==> src/rtl/dmac_pkg.sv <==
package dmac_pkg;
  typedef enum logic [1:0] {
    OP_MUL = 2'b00,
    OP_MAC = 2'b01,
    OP_MSU = 2'b10,
    OP_CLR = 2'b11
  } mac_op_e;
endpackage

==> src/rtl/dmac_mul_lane.sv <==
module dmac_mul_lane #(
  parameter int OPW = 16,
  localparam int PRODW = 2 * OPW
) (
  input  logic             clk,
  input  logic             rst,
  input  logic             en,
  input  logic [OPW-1:0]   a,
  input  logic [OPW-1:0]   b,
  output logic [PRODW-1:0] prod
);
  logic signed [OPW-1:0]   sa;
  logic signed [OPW-1:0]   sb;
  logic signed [PRODW-1:0] p_d;

  assign sa = a;
  assign sb = b;

  always_comb begin
    p_d = sa * sb;
  end

  always_ff @(posedge clk) begin
    if (rst) begin
      prod <= '0;
    end else if (en) begin
      prod <= p_d;
    end
  end
endmodule

==> src/rtl/dmac_acc_lane.sv <==
module dmac_acc_lane
  import dmac_pkg::*;
#(
  parameter int PRODW = 32,
  parameter int ACCW  = 40,
  localparam int GUARD = ACCW - PRODW
) (
  input  logic             clk,
  input  logic             rst,
  input  logic             en,
  input  mac_op_e          op,
  input  logic [PRODW-1:0] prod,
  output logic [ACCW-1:0]  res
);
  logic [ACCW-1:0] acc_q;
  logic [ACCW-1:0] ext;
  logic [ACCW-1:0] acc_d;
  logic [ACCW-1:0] res_d;

  assign ext = {{GUARD{prod[PRODW-1]}}, prod};

  always_comb begin
    acc_d = acc_q;
    res_d = ext;
    case (op)
      OP_MAC: begin
        acc_d = acc_q + ext;
        res_d = acc_d;
      end
      OP_MSU: begin
        acc_d = acc_q - ext;
        res_d = acc_d;
      end
      OP_CLR: begin
        acc_d = ext;
        res_d = ext;
      end
      default: begin
        acc_d = acc_q;
        res_d = ext;
      end
    endcase
  end

  always_ff @(posedge clk) begin
    if (rst) begin
      acc_q <= '0;
      res   <= '0;
    end else if (en) begin
      acc_q <= acc_d;
      res   <= res_d;
    end
  end
endmodule

==> src/rtl/dual_mac_unit.sv <==
module dual_mac_unit
  import dmac_pkg::*;
#(
  parameter int OPW  = 16,
  parameter int ACCW = 40,
  localparam int LANES = 2,
  localparam int WORDW = LANES * OPW,
  localparam int PRODW = 2 * OPW
) (
  input  logic             clk,
  input  logic             rst,
  input  logic             in_valid,
  input  logic [1:0]       in_op,
  input  logic [WORDW-1:0] x_word,
  input  logic [WORDW-1:0] y_word,
  output logic             res_valid,
  output logic [ACCW-1:0]  res0,
  output logic [ACCW-1:0]  res1
);
  logic            vld_a;
  mac_op_e         op_a;
  logic [PRODW-1:0] prod_a [LANES];
  logic [ACCW-1:0]  res_b  [LANES];

  always_ff @(posedge clk) begin
    if (rst) begin
      vld_a     <= 1'b0;
      op_a      <= OP_MUL;
      res_valid <= 1'b0;
    end else begin
      vld_a     <= in_valid;
      res_valid <= vld_a;
      if (in_valid) begin
        op_a <= mac_op_e'(in_op);
      end
    end
  end

  for (genvar l = 0; l < LANES; l++) begin : g_lane
    dmac_mul_lane #(.OPW(OPW)) u_mul (
      .clk  (clk),
      .rst  (rst),
      .en   (in_valid),
      .a    (x_word[l*OPW +: OPW]),
      .b    (y_word[l*OPW +: OPW]),
      .prod (prod_a[l])
    );

    dmac_acc_lane #(.PRODW(PRODW), .ACCW(ACCW)) u_acc (
      .clk  (clk),
      .rst  (rst),
      .en   (vld_a),
      .op   (op_a),
      .prod (prod_a[l]),
      .res  (res_b[l])
    );
  end

  assign res0 = res_b[0];
  assign res1 = res_b[1];
endmodule

==> config.mk <==
export PLATFORM = sky130hd
export DESIGN_NAME = dual_mac_unit
export DESIGN_NICKNAME = d
export VERILOG_FILES = /design/src/rtl/dmac_pkg.sv /design/src/rtl/dmac_mul_lane.sv /design/src/rtl/dmac_acc_lane.sv /design/src/rtl/dual_mac_unit.sv
export SDC_FILE = /design/constraint.sdc
export NUM_CORES = 2
export LEC_CHECK = 0
export BUFFER_PORTS_ARGS = -buffer_cell sky130_fd_sc_hd__buf_4
export CORE_ASPECT_RATIO = 1.2
export CORE_MARGIN = 3
export CORE_UTILIZATION = 25
export DETAILED_ROUTE_END_ITERATION = 8
export GPL_TIMING_DRIVEN = 0
export HOLD_SLACK_MARGIN = 0.05
export PLACE_DENSITY = 0.35
export SYNTH_ARGS = -nofsm -noshare
export SYNTH_HDL_FRONTEND = slang
export SYNTH_HIERARCHICAL = 1
export SYNTH_SLANG_ARGS = --single-unit
==> constraint.sdc <==
create_clock -name clk -period 8.04 [get_ports clk]
set_clock_uncertainty 0.05 [all_clocks]
set_input_delay 0.804 -clock clk [delete_from_list [all_inputs] [get_ports clk]]
set_output_delay 0.804 -clock clk [all_outputs]
set_load 0.05 [all_outputs]
=== Yosys cells after proc, flatten, opt, wreduce, memory -nomap -nowiden ===
Index checks and enable logic that the tools add are counted.

* Register bits: 228
* Bits of input ports: 69
* Word-level logic and storage cells: 24

* Add/subtract/negate cells: 4
* $mul: 2
* Equal/unequal tests: 3
* Mux-type cells: 4
* Reductions and logical operators: 2

{| class="wikitable"
|+ Operator list
! cell !! count
|-
| case mux 40 bit (3 select lines) || 2
|-
| case mux 40 bit (2 select lines) || 2
|-
| adder 40 bit || 2
|-
| subtractor 40 bit || 2
|-
| multiplier 16 x 16 -> 32 bit || 2
|-
| == test 2 bit (second input constant) || 2
|-
| nonzero test 3 bit || 1
|-
| == test 2 x 1 -> 1 bit (second input constant) || 1
|-
| AND reduction 2 bit || 1
|}

=== Depth between registers and ports, before layout ===
* Word-level depth: 3
* Depth in mapped cells: 23
* Gate-level depth less buffers: 21

=== Hierarchy ===
Netlist, hierarchy kept.

{| class="wikitable"
|+ Modules (own cells, without submodules)
! module !! instances !! cells each !! area an instance (um2) !! sequential area each (um2)
|-
| dmac_mul_lane at g_lane[1].u_mul || 1 || 1198 || 10979.3 || 640.6
|-
| dmac_mul_lane at g_lane[0].u_mul || 1 || 1190 || 10959.3 || 640.6
|-
| dmac_acc_lane at g_lane[1].u_acc || 1 || 1229 || 8822.2 || 1601.5
|-
| dmac_acc_lane at g_lane[0].u_acc || 1 || 1217 || 8680.8 || 1601.5
|-
| dual_mac_unit || 1 || 10 || 120.1 || 80.1
|}

=== Worst setup path before layout ===
OpenSTA, ideal clock, no wires.

* Path type: input -> register
* From: input port x_word[31]
* To: register g_lane[1].u_mul.prod[30]
* Arrival: 6.422 ns
* Setup slack: 1.473 ns
* Stages: 19
* Path buffers: 1
* Cells stage by stage: clkbuf_1 -> nand2_1 -> inv_1 -> fa_1 -> fa_1 -> fa_1 -> fa_1 -> fa_1 -> inv_1 -> fa_1 -> inv_1 -> ha_1 -> a21o_1 -> a21oi_1 -> o21a_1 -> a21oi_2 -> or4_4 -> o31a_1 -> o311ai_1

* Longest elaborated chain between the ends: 1

{| class="wikitable"
|+ Ends and longest elaborated chain
! element !! RTL line !! text
|-
| start: declaration || dual_mac_unit.sv:14 || <nowiki>input logic [WORDW-1:0] x_word,</nowiki>
|-
| multiplier 16 x 16 -> 32 bit || dmac_mul_lane.sv:20 || <nowiki>p_d = sa * sb;</nowiki>
|-
| end signal: assignment || dmac_mul_lane.sv:27 || <nowiki>prod <= p_d;</nowiki>
|-
| end: declaration || dmac_mul_lane.sv:10 || <nowiki>output logic [PRODW-1:0] prod</nowiki>
|}

Every way passes these cells.
A chain may end at the register's enable or synchronous reset.

=== Worst setup path in the final report ===
* From: input port x_word[23]
* To: register g_lane[1].u_mul.prod[29]

Same word-level chain as after synthesis.

==> impl_metrics.py <==
metrics = {
    "min_path": {
        "hold_end": "g_lane[0].u_acc/res[17]",
        "hold_depth": 2,
        "hp-class": "register to register",
        "min_from": "g_lane[0].u_acc/res[17]",
    },
    "synthesis": {
        "syn_inst": 4844,
        "synth.cell_area_mm2": 0.0396,
        "synth_top_area_frac": 0.267,
        "synthArstFlopShare": 0,
        "ys_ff_latch": 228,
        "ys_seq_area_frac": 0.115,
        "synth-edff-count": 0,
        "yosysUniqueCellTypes": 115,
        "synthTopCellsByCount": "inv_1, fa_1, nand2_1",
        "synth_top_area_cell": "fa_1",
        "synth_area_leaders": "fa_1, dfxtp_1, ha_1",
        "synth_nets": 5769,
        "synth.avg_cell_area_um2": 8.17,
        "synth_top_flop_cell": "dfxtp_1",
        "synth_warnings": 6,
        "synth.most_common_cell": "inv_1",
    },
    "timing": {
        "whs_ns": 0.404,
        "worst_slack_ns": 0.474,
        "hold_viol_final": 0,
        "relSlewSlack": 0.0901,
        "maxClockFrequency_mhz": 132,
        "maxSlewViolCount": 0,
        "rsz0062_at_grt": "false",
        "final.setup.tns_ns": 0,
        "min_period_over_period": 0.941,
        "worstMarginPinSlew_ns": 1.36,
        "setup_violations": 0,
        "final.min_clock_period_ns": 7.57,
    },
    "finish": {
        "nFillCells": 17374,
        "nNetsFinal": 5954,
        "multi_input_area_mm2": 0.0310,
        "regArea_mm2": 0.00456,
        "drive_gt1_frac": 0.0625,
        "syn_to_final_growth_pct": 12.4,
    },
    "critical_path": {
        "cp-end-kind": "register",
        "cp_slowest_cell": "clkbuf_1",
        "r2r-end": "g_lane[1].u_acc/acc_q[39]",
        "cpMostUsedCell": "fa_1",
        "critPathLaunchType": "primary input",
        "max_stage_delay_ns": 0.61,
        "startpoint": "x_word[23]",
        "worstPathCellList": "buf_4 > clkbuf_1 > nand2_1 > fa_1 > inv_1 > fa_1 > inv_1 > fa_1 > inv_1 > fa_1 > fa_1 > inv_1 > fa_1 > inv_1 > ha_1 > or2_2 > o32ai_1 > o211ai_1 > a21oi_1 > o31ai_1 > a211oi_1 > nor4_1 > a311o_1",
        "cp.arrival_ns": 7.96,
        "rrSetupSlack_ns": 3.18,
        "crit_required_ns": 8.44,
        "reg2reg_depth": 11,
        "crit_type": "primary input to register",
        "worstPathMaxFanout": 10,
        "crit-reg2reg-launch": "g_lane[1].u_mul/prod[31]",
    },
    "die": {
        "die_h_um": 442,
        "die_area_mm2": 0.163,
        "coreArea_mm2": 0.157,
        "initial_core_util": 0.252,
        "ioPinCount": 150,
        "rows": 159,
        "die_x_um": 369,
    },
    "pwr": {
        "switching_power_mw": 12.3,
        "power_density_mw_per_mm2": 493,
        "ir_worst_vdd_mv": 0.580,
        "p_leak_nw": 20.1,
        "switching_share": 0.559,
        "seq_power_share": 0.074,
        "power.total_mw": 21.9,
        "pwr-share-clk": 0.073,
        "comb_power_share": 0.854,
        "p_int_mw": 9.66,
    },
    "cts": {
        "root_buffer": "clkbuf_16",
        "max-clock-path-buffers": 3,
        "clkLatencyLatePin_ns": 0.57,
        "hold_buffers": 0,
        "cts.sinks": 228,
        "numCtsBuffers": 34,
        "post_cts_buffers": 0,
        "cts_htree_levels": 2,
        "cts_resized": 0,
        "clk_pin_slew_ns": 0.06,
        "cts_tree": "yes",
    },
    "global_route": {
        "antenna_found_initial": 1,
        "grt_pass1_vias": 38253,
        "grt_max_degree": 15,
        "gr-usage-all-layers": 0.214,
        "grt-ovfl-total": 0,
        "grt_pass1_wl_mm": 260,
    },
    "drt": {
        "drt-total-wl_mm": 176,
        "vias_per_cell": 4.99,
        "vias": 35672,
        "ant_nets": 0,
        "first_iter_violations": 2358,
        "drt-pass1-iter-count": 7,
        "drc": 0,
        "avgRoutedWirePerCell_um": 24.6,
    },
    "placement": {
        "port_buffers": 149,
        "gp_congestion": 0.927,
        "dp_slack_ns": -0.0710,
        "dp_hpwl_mm": 144,
    },
    "run_status": {
        "status": "finished, final reports clean",
    },
    "run": {
        "cap_violations": 0,
    },
}
final cells by class:
cell class | count | share of cell area
multi-input cells | 3608 | 0.698
clock buffers | 47 | 0.0228
plain buffers | 255 | 0.0253
clock inverters | 13 | 0.00296
diodes | 3 | 0.000169
inverters | 753 | 0.0636
flip-flops and latches | 228 | 0.103
repair buffers | 149 | 0.0252
well taps | 2093 | 0.0589
how the worst max path moves through the flow:
| stage | to | slack [ns] | depth (start not counted) |
|---|---|---|---|
| after floorplan | g_lane[1].u_mul/prod[30] | 1.47 | 19 |
| after global placement | g_lane[1].u_mul/prod[29] | -0.05 | 23 |
| after detailed placement | g_lane[1].u_mul/prod[29] | -0.07 | 23 |
| after CTS | g_lane[1].u_mul/prod[29] | 0.55 | 23 |
| after global routing | g_lane[1].u_mul/prod[29] | 0.36 | 23 |
| final | g_lane[1].u_mul/prod[29] | 0.47 | 23 |
placed cells by master, fill, tap and decap left out, types with 22 or more instances in the layout:
cell / n
o22ai_1: 22
nand2b_1: 42
o31ai_1: 35
a221oi_1: 57
dfxtp_1: 228
o21ai_0: 226
ha_1: 328
clkbuf_16: 37
a21o_1: 51
nand4_1: 26
buf_4: 152
a31oi_1: 72
nand3_1: 70
and2_1: 255
fa_1: 528
inv_1: 747
o21bai_1: 34
a211oi_1: 63
mux2i_1: 57
xnor2_1: 148
o211ai_1: 28
a22oi_1: 24
clkbuf_1: 201
nor3_1: 48
a21oi_1: 351
nor4_1: 29
nand2_1: 445
nor2_1: 320
nor2b_1: 28
power by group through the flow:
stage	logic (mW)	clock network (mW)	registers (mW)
2_1_floorplan	13.7	0	1.59
3_3_place_gp	19.0	0	1.64
3_5_place_dp	18.9	0	1.64
4_1_cts	19.0	1.66	1.61
5_1_grt	21.3	1.68	1.63
6_report	18.7	1.59	1.62
metal layers:
| layer | up-vias | track usage | wire [µm] |
|---|---|---|---|
| met3 | 253 | 0.0186 | 5690 |
| met4 | 0 | 0.0784 | 7380 |
| li1 | 16520 | - | - |
| met1 | 18048 | 0.253 | 71700 |
| met5 | - | 0 | 0 |
| met2 | 851 | 0.397 | 91200 |
registers in the layout (all words and copies together) (netlist names):
name                flops
res_valid               1
op_a                    2
g_lane.u_acc/acc_q     80
g_lane.u_acc/res       80
g_lane.u_mul/prod      64
vld_a                   1
per-stage QoR:
step           cells  instance area (µm²)  utilization
2_1_floorplan   4844                39600            -
3_3_place_gp    7086                43300        0.276
3_5_place_dp    7086                43300        0.276
4_1_cts         7146                44400        0.284
5_1_grt         7146                44400        0.284
6_report        7149                44500        0.284
logic make-up after synthesis:
kind of cell	count (synthesis)	share of synthesized area
simple gates	1353	0.165
fa+ha+maj	856	0.371
compound gates	1169	0.196
mux	60	0.0153
buf+inv	1008	0.0999
xor+xnor	170	0.0378
flops	228	0.115
worst max-delay path: cells and delay by family:
family	cells	cell delay [ns]
fa+ha+maj	7	3.26
compound gates	6	2.24
buf+inv	7	1.04
simple gates	3	0.62
No activity file was read; power rests on OpenSTA's default activity.
